===== src/rtl/sync_meter_pkg.sv =====
package sync_meter_pkg;

  typedef enum logic {
    HWIN_FIXED = 1'b0,
    HWIN_VERT  = 1'b1
  } hwin_e;

  // Saturating increment: stays at top once reached.
  function automatic int unsigned sat_next(int unsigned cur, int unsigned top);
    return (cur >= top) ? top : cur + 1;
  endfunction

  // True when a saturated counter would be pushed past its top.
  function automatic logic would_overflow(int unsigned cur, int unsigned top, logic step);
    return step && (cur >= top);
  endfunction

endpackage


===== src/rtl/sm_glitch_filter.sv =====
module sm_glitch_filter (
  input  logic clk,
  input  logic rst_n,
  input  logic raw,
  output logic rise
);
  logic smp_q;
  logic filt_q;
  logic filt_d;

  // The filtered level follows the input only after two equal samples.
  always_ff @(posedge clk) begin
    if (!rst_n) begin
      smp_q  <= 1'b0;
      filt_q <= 1'b0;
      filt_d <= 1'b0;
    end else begin
      smp_q  <= raw;
      if (raw == smp_q) filt_q <= smp_q;
      filt_d <= filt_q;
    end
  end

  assign rise = filt_q & ~filt_d;
endmodule


===== src/rtl/sm_period_counter.sv =====
module sm_period_counter #(
  parameter int CNT_W     = 12,
  parameter int TICK_CLKS = 64
) (
  input  logic             clk,
  input  logic             rst_n,
  input  logic             edge_in,
  input  logic             clr,
  output logic [CNT_W-1:0] result,
  output logic             ovf
);
  import sync_meter_pkg::*;

  localparam int PW = (TICK_CLKS > 1) ? $clog2(TICK_CLKS) : 1;
  localparam logic [PW-1:0]    PRE_LAST = PW'(TICK_CLKS - 1);
  localparam logic [CNT_W-1:0] CNT_MAX  = '1;

  logic [PW-1:0]    pre_q;
  logic [CNT_W-1:0] cnt_q;
  logic             tick;
  logic             restart;

  assign tick    = (pre_q == PRE_LAST);
  assign restart = clr | edge_in;

  always_ff @(posedge clk) begin
    if (!rst_n) begin
      pre_q  <= '0;
      cnt_q  <= '0;
      result <= '0;
      ovf    <= 1'b0;
    end else begin
      if (restart || tick) pre_q <= '0;
      else                 pre_q <= pre_q + 1'b1;

      if (edge_in) result <= cnt_q;

      if (restart)   cnt_q <= '0;
      else if (tick) cnt_q <= CNT_W'(sat_next(32'(cnt_q), 32'(CNT_MAX)));

      if (clr) ovf <= 1'b0;
      else if (!edge_in && would_overflow(32'(cnt_q), 32'(CNT_MAX), tick)) ovf <= 1'b1;
    end
  end
endmodule


===== src/rtl/sm_window_timer.sv =====
module sm_window_timer #(
  parameter int WINDOW_CLKS = 65536
) (
  input  logic clk,
  input  logic rst_n,
  input  logic sel,
  output logic win_end,
  output logic sel_change
);
  localparam int TW = (WINDOW_CLKS > 1) ? $clog2(WINDOW_CLKS) : 1;
  localparam logic [TW-1:0] T_LAST = TW'(WINDOW_CLKS - 1);

  logic [TW-1:0] tmr_q;
  logic          sel_q;

  assign sel_change = (sel != sel_q);
  assign win_end    = (tmr_q == T_LAST) && !sel_change;

  always_ff @(posedge clk) begin
    if (!rst_n) begin
      tmr_q <= '0;
      sel_q <= 1'b0;
    end else begin
      sel_q <= sel;
      if (sel_change || win_end) tmr_q <= '0;
      else                       tmr_q <= tmr_q + 1'b1;
    end
  end
endmodule


===== src/rtl/sm_pulse_counter.sv =====
module sm_pulse_counter #(
  parameter int CNT_W = 12
) (
  input  logic             clk,
  input  logic             rst_n,
  input  logic             pulse,
  input  logic             latch,
  input  logic             restart,
  input  logic             clr,
  output logic [CNT_W-1:0] result,
  output logic             ovf
);
  import sync_meter_pkg::*;

  localparam logic [CNT_W-1:0] CNT_MAX = '1;

  logic [CNT_W-1:0] cnt_q;
  logic             boundary;

  assign boundary = latch | restart;

  always_ff @(posedge clk) begin
    if (!rst_n) begin
      cnt_q  <= '0;
      result <= '0;
      ovf    <= 1'b0;
    end else begin
      if (latch) result <= cnt_q;

      // A pulse on a boundary belongs to the interval that starts there.
      if (clr)           cnt_q <= '0;
      else if (boundary) cnt_q <= {{(CNT_W-1){1'b0}}, pulse};
      else if (pulse)    cnt_q <= CNT_W'(sat_next(32'(cnt_q), 32'(CNT_MAX)));

      if (clr) ovf <= 1'b0;
      else if (!boundary && would_overflow(32'(cnt_q), 32'(CNT_MAX), pulse)) ovf <= 1'b1;
    end
  end
endmodule


===== src/rtl/sync_meter.sv =====
module sync_meter #(
  parameter int CNT_W       = 12,
  parameter int TICK_CLKS   = 64,
  parameter int WINDOW_CLKS = 65536
) (
  input  logic             clk,
  input  logic             rst_n,
  input  logic             hsync_in,
  input  logic             vsync_in,
  input  logic             hwin_sel,
  input  logic             clr_vert_ovf,
  input  logic             clr_horz_ovf,
  output logic [CNT_W-1:0] vert_period,
  output logic [CNT_W-1:0] horz_count,
  output logic             vert_ovf,
  output logic             horz_ovf
);
  import sync_meter_pkg::*;

  // Named internal events, visible to the bound checker.
  logic v_rise;
  logic h_rise;
  logic win_end;
  logic sel_change;
  logic h_latch;

  sm_glitch_filter u_vflt (.clk(clk), .rst_n(rst_n), .raw(vsync_in), .rise(v_rise));
  sm_glitch_filter u_hflt (.clk(clk), .rst_n(rst_n), .raw(hsync_in), .rise(h_rise));

  sm_period_counter #(.CNT_W(CNT_W), .TICK_CLKS(TICK_CLKS)) u_vper (
    .clk(clk), .rst_n(rst_n), .edge_in(v_rise), .clr(clr_vert_ovf),
    .result(vert_period), .ovf(vert_ovf)
  );

  sm_window_timer #(.WINDOW_CLKS(WINDOW_CLKS)) u_win (
    .clk(clk), .rst_n(rst_n), .sel(hwin_sel), .win_end(win_end), .sel_change(sel_change)
  );

  assign h_latch = (hwin_e'(hwin_sel) == HWIN_VERT) ? v_rise : win_end;

  sm_pulse_counter #(.CNT_W(CNT_W)) u_hcnt (
    .clk(clk), .rst_n(rst_n), .pulse(h_rise), .latch(h_latch),
    .restart(sel_change), .clr(clr_horz_ovf),
    .result(horz_count), .ovf(horz_ovf)
  );
endmodule


===== config.mk =====
export PLATFORM = sky130hd
export DESIGN_NAME = sync_meter
export DESIGN_NICKNAME = d
export VERILOG_FILES = /design/src/rtl/sync_meter_pkg.sv /design/src/rtl/sm_glitch_filter.sv /design/src/rtl/sm_period_counter.sv /design/src/rtl/sm_window_timer.sv /design/src/rtl/sm_pulse_counter.sv /design/src/rtl/sync_meter.sv
export SDC_FILE = /design/constraint.sdc
export NUM_CORES = 1
export LEC_CHECK = 0
export BUFFER_PORTS_ARGS = -buffer_cell sky130_fd_sc_hd__buf_2
export CAP_MARGIN = 20
export CORE_MARGIN = 1.5
export CORE_UTILIZATION = 55
export DETAILED_ROUTE_END_ITERATION = 10
export PLACE_DENSITY = 0.78
export SETUP_SLACK_MARGIN = 0.15
export SYNTH_ARGS = -nofsm -noshare
export SYNTH_HDL_FRONTEND = slang
export SYNTH_SLANG_ARGS = --single-unit

===== constraint.sdc =====
create_clock -name clk -period 2.6 [get_ports clk]
set_clock_uncertainty 0.2 [all_clocks]
set_input_delay 0.39 -clock clk [delete_from_list [all_inputs] [get_ports clk]]
set_output_delay 0.39 -clock clk [all_outputs]
set_load 0.03 [all_outputs]

Yosys cells after proc, flatten, opt, wreduce, memory -nomap -nowiden

Cells that the tools add are included.
Widths: inputs -> output; s select.

$add $sub $neg: 4
$lt $le $gt $ge: 2
Eq/ne operators: 5
Multiplexer cells: 5
Bitwise gates (word level): 7
Reduce and logical (&&, ||, !) cells: 17

Operators by type and width:

| kind                  | count |
|---|---|
| $add 12x1->12 const B | 2 |
| $ge 12x12->1 const B  | 2 |
| $mux 12               | 2 |
| $add 16x1->16 const B | 1 |
| $eq 16x16->1 const B  | 1 |
| $reduce_or 2->1       | 5 |
| $add 6x1->6 const B   | 1 |
| $eq 6x6->1 const B    | 1 |
| $logic_and 1x1->1     | 5 |
| $logic_not 1->1       | 3 |
| $mux 1                | 3 |
| $not 1->1             | 3 |
| $reduce_or 3->1       | 1 |
| $and 1x1->1           | 2 |
| $eq 1x1->1            | 2 |
| $logic_or 1x1->1      | 2 |
| $or 1x1->1            | 2 |
| $reduce_bool 2->1     | 1 |
| $ne 1x1->1            | 1 |

Bits in registers: 79
Input port bits: 7
Output and inout bits: 26
Logic and storage cells: 56

Logic depth before layout (Yosys ltp)

Depth in word-level cells: 7
Gate-level depth with buffers: 8

Modules after synthesis

From an unflattened synthesis, not the netlist that was laid out.

Cell total of the unflattened synthesis: 344
Area total of the unflattened synthesis: 3415.8 um^2

By module, submodules not included:

| module            | times used | cells an instance | area an instance (um^2) | sequential area each (um^2) |
|---|---|---|---|---|
| sm_period_counter | 1          | 134               | 1335.0                  | 620.6 |
| sm_pulse_counter  | 1          | 108               | 1119.8                  | 500.5 |
| sm_window_timer   | 1          | 83                | 755.7                   | 340.3 |
| sm_glitch_filter  | 2          | 9                 | 95.1                    | 60.1 |
| sync_meter        | 1          | 1                 | 15.0                    | 0.0 |

Worst setup path after synthesis

Ideal clock, no wire load.

Kind: register -> register
Start: register u_win.tmr_q[0]
End: register u_hcnt.cnt_q[10]
Library setup time: 0.133 ns
Data arrival time: 1.934 ns
Required time: 2.267 ns
Path slack: 0.334 ns
Stages on the path, launching flop included: 9
Buffers on the path: 2
Clock period less this slack: 2.266 ns
Cell sequence: dfxtp_1 ha_1 inv_1 or4_4 buf_6 or3_4 nand3b_2 buf_6 a311oi_2

Word-level cells in the longest chain between the ends: 5

Ends and longest elaborated chain:

| what                      | line                   | source |
|---|---|---|
| start, declared           | sm_window_timer.sv:13  | `logic [TW-1:0] tmr_q;` |
| start signal, assigned    | sm_window_timer.sv:26  | `else tmr_q <= tmr_q + 1'b1;` |
| $eq 16x16->1              | sm_window_timer.sv:17  | `assign win_end = (tmr_q == T_LAST) && !sel_change;` |
| $logic_and 1x1->1         | sm_window_timer.sv:17  |  |
| $mux 1                    | sync_meter.sv:39       | `assign h_latch = (hwin_e'(hwin_sel) == HWIN_VERT) ? v_rise : win_end;` |
| $or 1x1->1                | sm_pulse_counter.sv:20 | `assign boundary = latch \| restart;` |
| $reduce_or 3->1 (no line) | --                     |  |
| end signal, assigned      | sm_pulse_counter.sv:32 | `else if (boundary) cnt_q <= {{(CNT_W-1){1'b0}}, pulse};` |
| end signal, assigned      | sm_pulse_counter.sv:33 | `else if (pulse) cnt_q <= CNT_W'(sat_next(32'(cnt_q), 32'(CNT_MAX)));` |
| end, declared             | sm_pulse_counter.sv:17 | `logic [CNT_W-1:0] cnt_q;` |

No other way between the ends.
A chain may end at the register's enable or synchronous reset.

Worst setup path after layout

Start: register u_win.tmr_q[0]
End: register u_hcnt.cnt_q[5]

Same word-level chain as after synthesis.

==> flow_summary_export.csv <==
group,metric,value,unit
status,run_status,"complete, no violations",
place,place_area,3511,um^2
place,dp_hpwl,4.473,mm
logic_synthesis,synth-xor-area-share,0.07716,
final_layout,drive_gt1_frac,0.1980,
power_and_ir_drop,p_per_area,636.0,nW/um^2
power_and_ir_drop,switching_share,0.2070,
final_layout,final_cell_area,3765,um^2
clock_tree,worstSkewPairLatency,360,ps
global_routing,grt_util_all_layers,0.2248,
timing,slew_violations,0,
detailed_routing,wirelength,6.476,mm
setup_path,crit_buf_inv,1,
setup_path,cp_data_arrival_time,2320,ps
floorplan,pin_count,33,
clock_tree,cts.clk_slew.worst_paths,80,ps
setup_path,crit_fanout,11,
power_and_ir_drop,switchingPower,0.4956,mW
timing,hold_ws,63.13,ps
setup_path,slowest_stage,"or4_4",
power_and_ir_drop,p_leak,1.399,nW
logic_synthesis,syn_nets,381,
detailed_routing,drc_errors,0,
detailed_routing,vias_per_cell,5.387,
clock_tree,clkSinkCount,79,
logic_synthesis,avgSynthCellArea,8.897,um^2
min_path,hold_start,"vsync_in",
logic_synthesis,synth_compound_area_frac,0.1231,
floorplan,die_h,80.37,um
timing,max_slew_margin,0.6669,
timing,setup_tns,0,ps
detailed_routing,wire_per_inst,13.46,um
detailed_routing,firstDrtPassIters,4,
global_routing,grt_pass1_vias,2396,
logic_synthesis,synth-simple-area-share,0.2588,
setup_path,cp_cell_sequence,"ha_1, inv_1, or4_4, or3_4, nand3b_4, nor3_2",
setup_path,timing.rr.start,"u_win.tmr_q[0]",
timing,post-route-period-util,0.8736,
logic_synthesis,synth_seq_cells,79,
clock_tree,cts_buffers,9,
detailed_routing,ant_nets,0,
setup_path,startpoint,"u_win.tmr_q[0]",
global_routing,antenna_found_initial,0,
power_and_ir_drop,pwr-share-comb,0.029,
logic_synthesis,synth.yosys.seq_area_share,0.4804,
final_layout,regArea,1582,um^2
timing,rsz0062_at_grt,"no",
global_routing,grt_max_degree,25,
final_layout,multi_input_area,1600,um^2
global_routing,grt_pass1_wl,10.92,mm
place,placement.io_buffers,32,
place,finalWeightedCongestion,0.8131,
setup_path,cpLargestDelayFamily,"simple AND/OR/NAND/NOR gates",
logic_synthesis,synth_fa_ha_area_frac,0.01520,
final_layout,post-route-util,0.6673,
clock_tree,cts_buffer_depth,2,
run,maxCapViolCount,0,
logic_synthesis,syn_inst,370,
logic_synthesis,synth.distinct_cells,44,
clock_tree,cts_tree,"yes",
setup_path,crit_path_start_kind,"register",
timing,finalHoldViolCount,0,
clock_tree,htree_levels,3,
final_layout,nFillCells,468,
logic_synthesis,synthArstFlopShare,0,
power_and_ir_drop,p_clk_frac,0.461,
logic_synthesis,yosysWarnings,0,
timing,fmax,0.4403,GHz
detailed_routing,via_count,2591,
logic_synthesis,synth_edf_count,0,
timing,finalSetupViolCount,0,
setup_path,required,2650,ps
floorplan,rows,27,
floorplan,coreArea,5642,um^2
power_and_ir_drop,ir_drop,0.4459,mV
setup_path,slowest_delay,600,ps
floorplan,die_area,6459,um^2
final_layout,antenna_cells,0,
timing,final.min_clock_period,2271,ps
floorplan,start_util,0.5835,
timing,setup_slack,328.7,ps
final_layout,nets,415,
power_and_ir_drop,pwr-share-seq,0.510,
clock_tree,clock-root-buffer,"clkbuf_8",
min_path,hold_path_class,"input pin to register",
floorplan,die_w,80.37,um
place,post-place-ws,214.5,ps
logic_synthesis,synth_top_family_by_area,"simple AND/OR/NAND/NOR gates",
final_layout,area_delta_synth_final,14.37,%
global_routing,grt-ovfl-total,0,
logic_synthesis,synthMuxAreaShare,0.009122,
setup_path,crit_type,"register to register",
logic_synthesis,ys.flop_type,"dfxtp_1",
detailed_routing,first_iter_violations,202,
setup_path,end_kind,"register",
timing,tightest_slew,494.4,ps
clock_tree,cts_hold_buf,0,
power_and_ir_drop,power.internal,1.899,mW
logic_synthesis,syn_area,3292,um^2
## cells in the final DEF (no fill, tap or decap), types with 3 or more instances in the layout
| master | instances |
|---|---|
| nor2b_1 | 4 |
| buf_4 | 5 |
| buf_2 | 32 |
| and3_1 | 6 |
| o21ai_0 | 18 |
| o21ai_2 | 8 |
| bufinv_16 | 3 |
| or2_2 | 3 |
| ha_1 | 4 |
| nor3_1 | 4 |
| xor2_1 | 13 |
| nor2_1 | 38 |
| a211oi_2 | 3 |
| clkbuf_8 | 10 |
| nand2_1 | 55 |
| inv_1 | 8 |
| and2_1 | 8 |
| and4_1 | 4 |
| dfxtp_1 | 79 |
| xnor2_1 | 16 |
| nand3_1 | 23 |
| nor3_2 | 3 |
| nand4_1 | 8 |
| mux2i_1 | 3 |
| a21oi_1 | 24 |
## per-stage QoR
step,power (mW),std cells
5_1_grt,2.474,481
3_3_place_gp,1.317,465
4_1_cts,2.418,481
3_5_place_dp,1.319,465
2_1_floorplan,1.297,370
6_report,2.394,481
## final timing paths
| kind | end | slack (ps) | cells past startpoint |
|---|---|---|---|
| worst min-delay path | u_vflt.smp_q | 60 | 2 |
| worst min register to register | u_vper.pre_q[0] | 250 | 1 |
| worst max-delay path | u_hcnt.cnt_q[5] | 330 | 6 |
| worst max register to register | u_hcnt.cnt_q[5] | 330 | 6 |
## flip-flops by register name, summed over array words and instances, names as in the netlist, 6 cells and up
signal         count
u_vper.pre_q       6
u_vper.result     12
u_vper.cnt_q      12
u_hcnt.cnt_q      12
u_win.tmr_q       16
u_hcnt.result     12
## layout make-up
class,count,share of cell area
Multi-Input combinational cell,268,0.4251
Sequential cell,79,0.4201
Timing Repair Buffer,38,0.05783
Clock buffer,10,0.03656
Clock inverter,6,0.02858
Tap cell,72,0.02393
Inverter,8,0.007976
## per-layer routing
| layer | GRT usage | vias up | wire, um |
|---|---|---|---|
| li1 | - | 1337 | - |
| met1 | 0.2805 | 1194 | 3043 |
| met2 | 0.3496 | 47 | 3003 |
| met3 | 0.08523 | 13 | 302 |
| met4 | 0.08793 | 0 | 126 |
| met5 | 0 | - | 0 |
## synth_stat cells (all sizes together) (3+ instances only)
| library cell | instances | share of area |
|---|---|---|
| nand2 | 55 | 0.063 |
| and3 | 7 | 0.014 |
| nor2b | 4 | 0.0076 |
| nor3 | 7 | 0.015 |
| and4 | 4 | 0.011 |
| buf | 8 | 0.019 |
| nand3 | 25 | 0.041 |
| clkbuf | 7 | 0.0080 |
| o21ai | 27 | 0.050 |
| mux2i | 3 | 0.0091 |
| xor2 | 13 | 0.035 |
| nor2 | 39 | 0.045 |
| a211oi | 4 | 0.014 |
| a21oi | 24 | 0.036 |
| dfxtp | 79 | 0.48 |
| inv | 8 | 0.0091 |
| xnor2 | 16 | 0.043 |
| and2 | 9 | 0.017 |
| nand4 | 8 | 0.015 |
| ha | 4 | 0.015 |
| or2 | 3 | 0.0057 |
## cells by family (layout without fill, tap and decap cells)
family | count (synthesis) | in the layout
xor gates and xnor gates | 29 | 29
AOI/OAI and AO/OA | 62 | 62
adders and majority gates | 4 | 4
and+or+nand+nor | 170 | 170
muxes | 3 | 3
DFF | 79 | 79
buffers and inverters | 23 | 62
## power groups by stage
stage          sequential [mW]  clock (mW)  combinational [mW]
2_1_floorplan             1.25           0              0.0475
3_3_place_gp              1.25           0              0.0666
3_5_place_dp              1.25           0              0.0677
4_1_cts                   1.22        1.13              0.0683
5_1_grt                   1.22        1.17              0.0774
6_report                  1.22        1.10              0.0685
## timing repair
item                       in CTS  in global routing
setup buffers                   0                  0
gates resized for setup         0                  1
setup endpoints to repair       0                  8
Power figures use the tool's default switching activity.
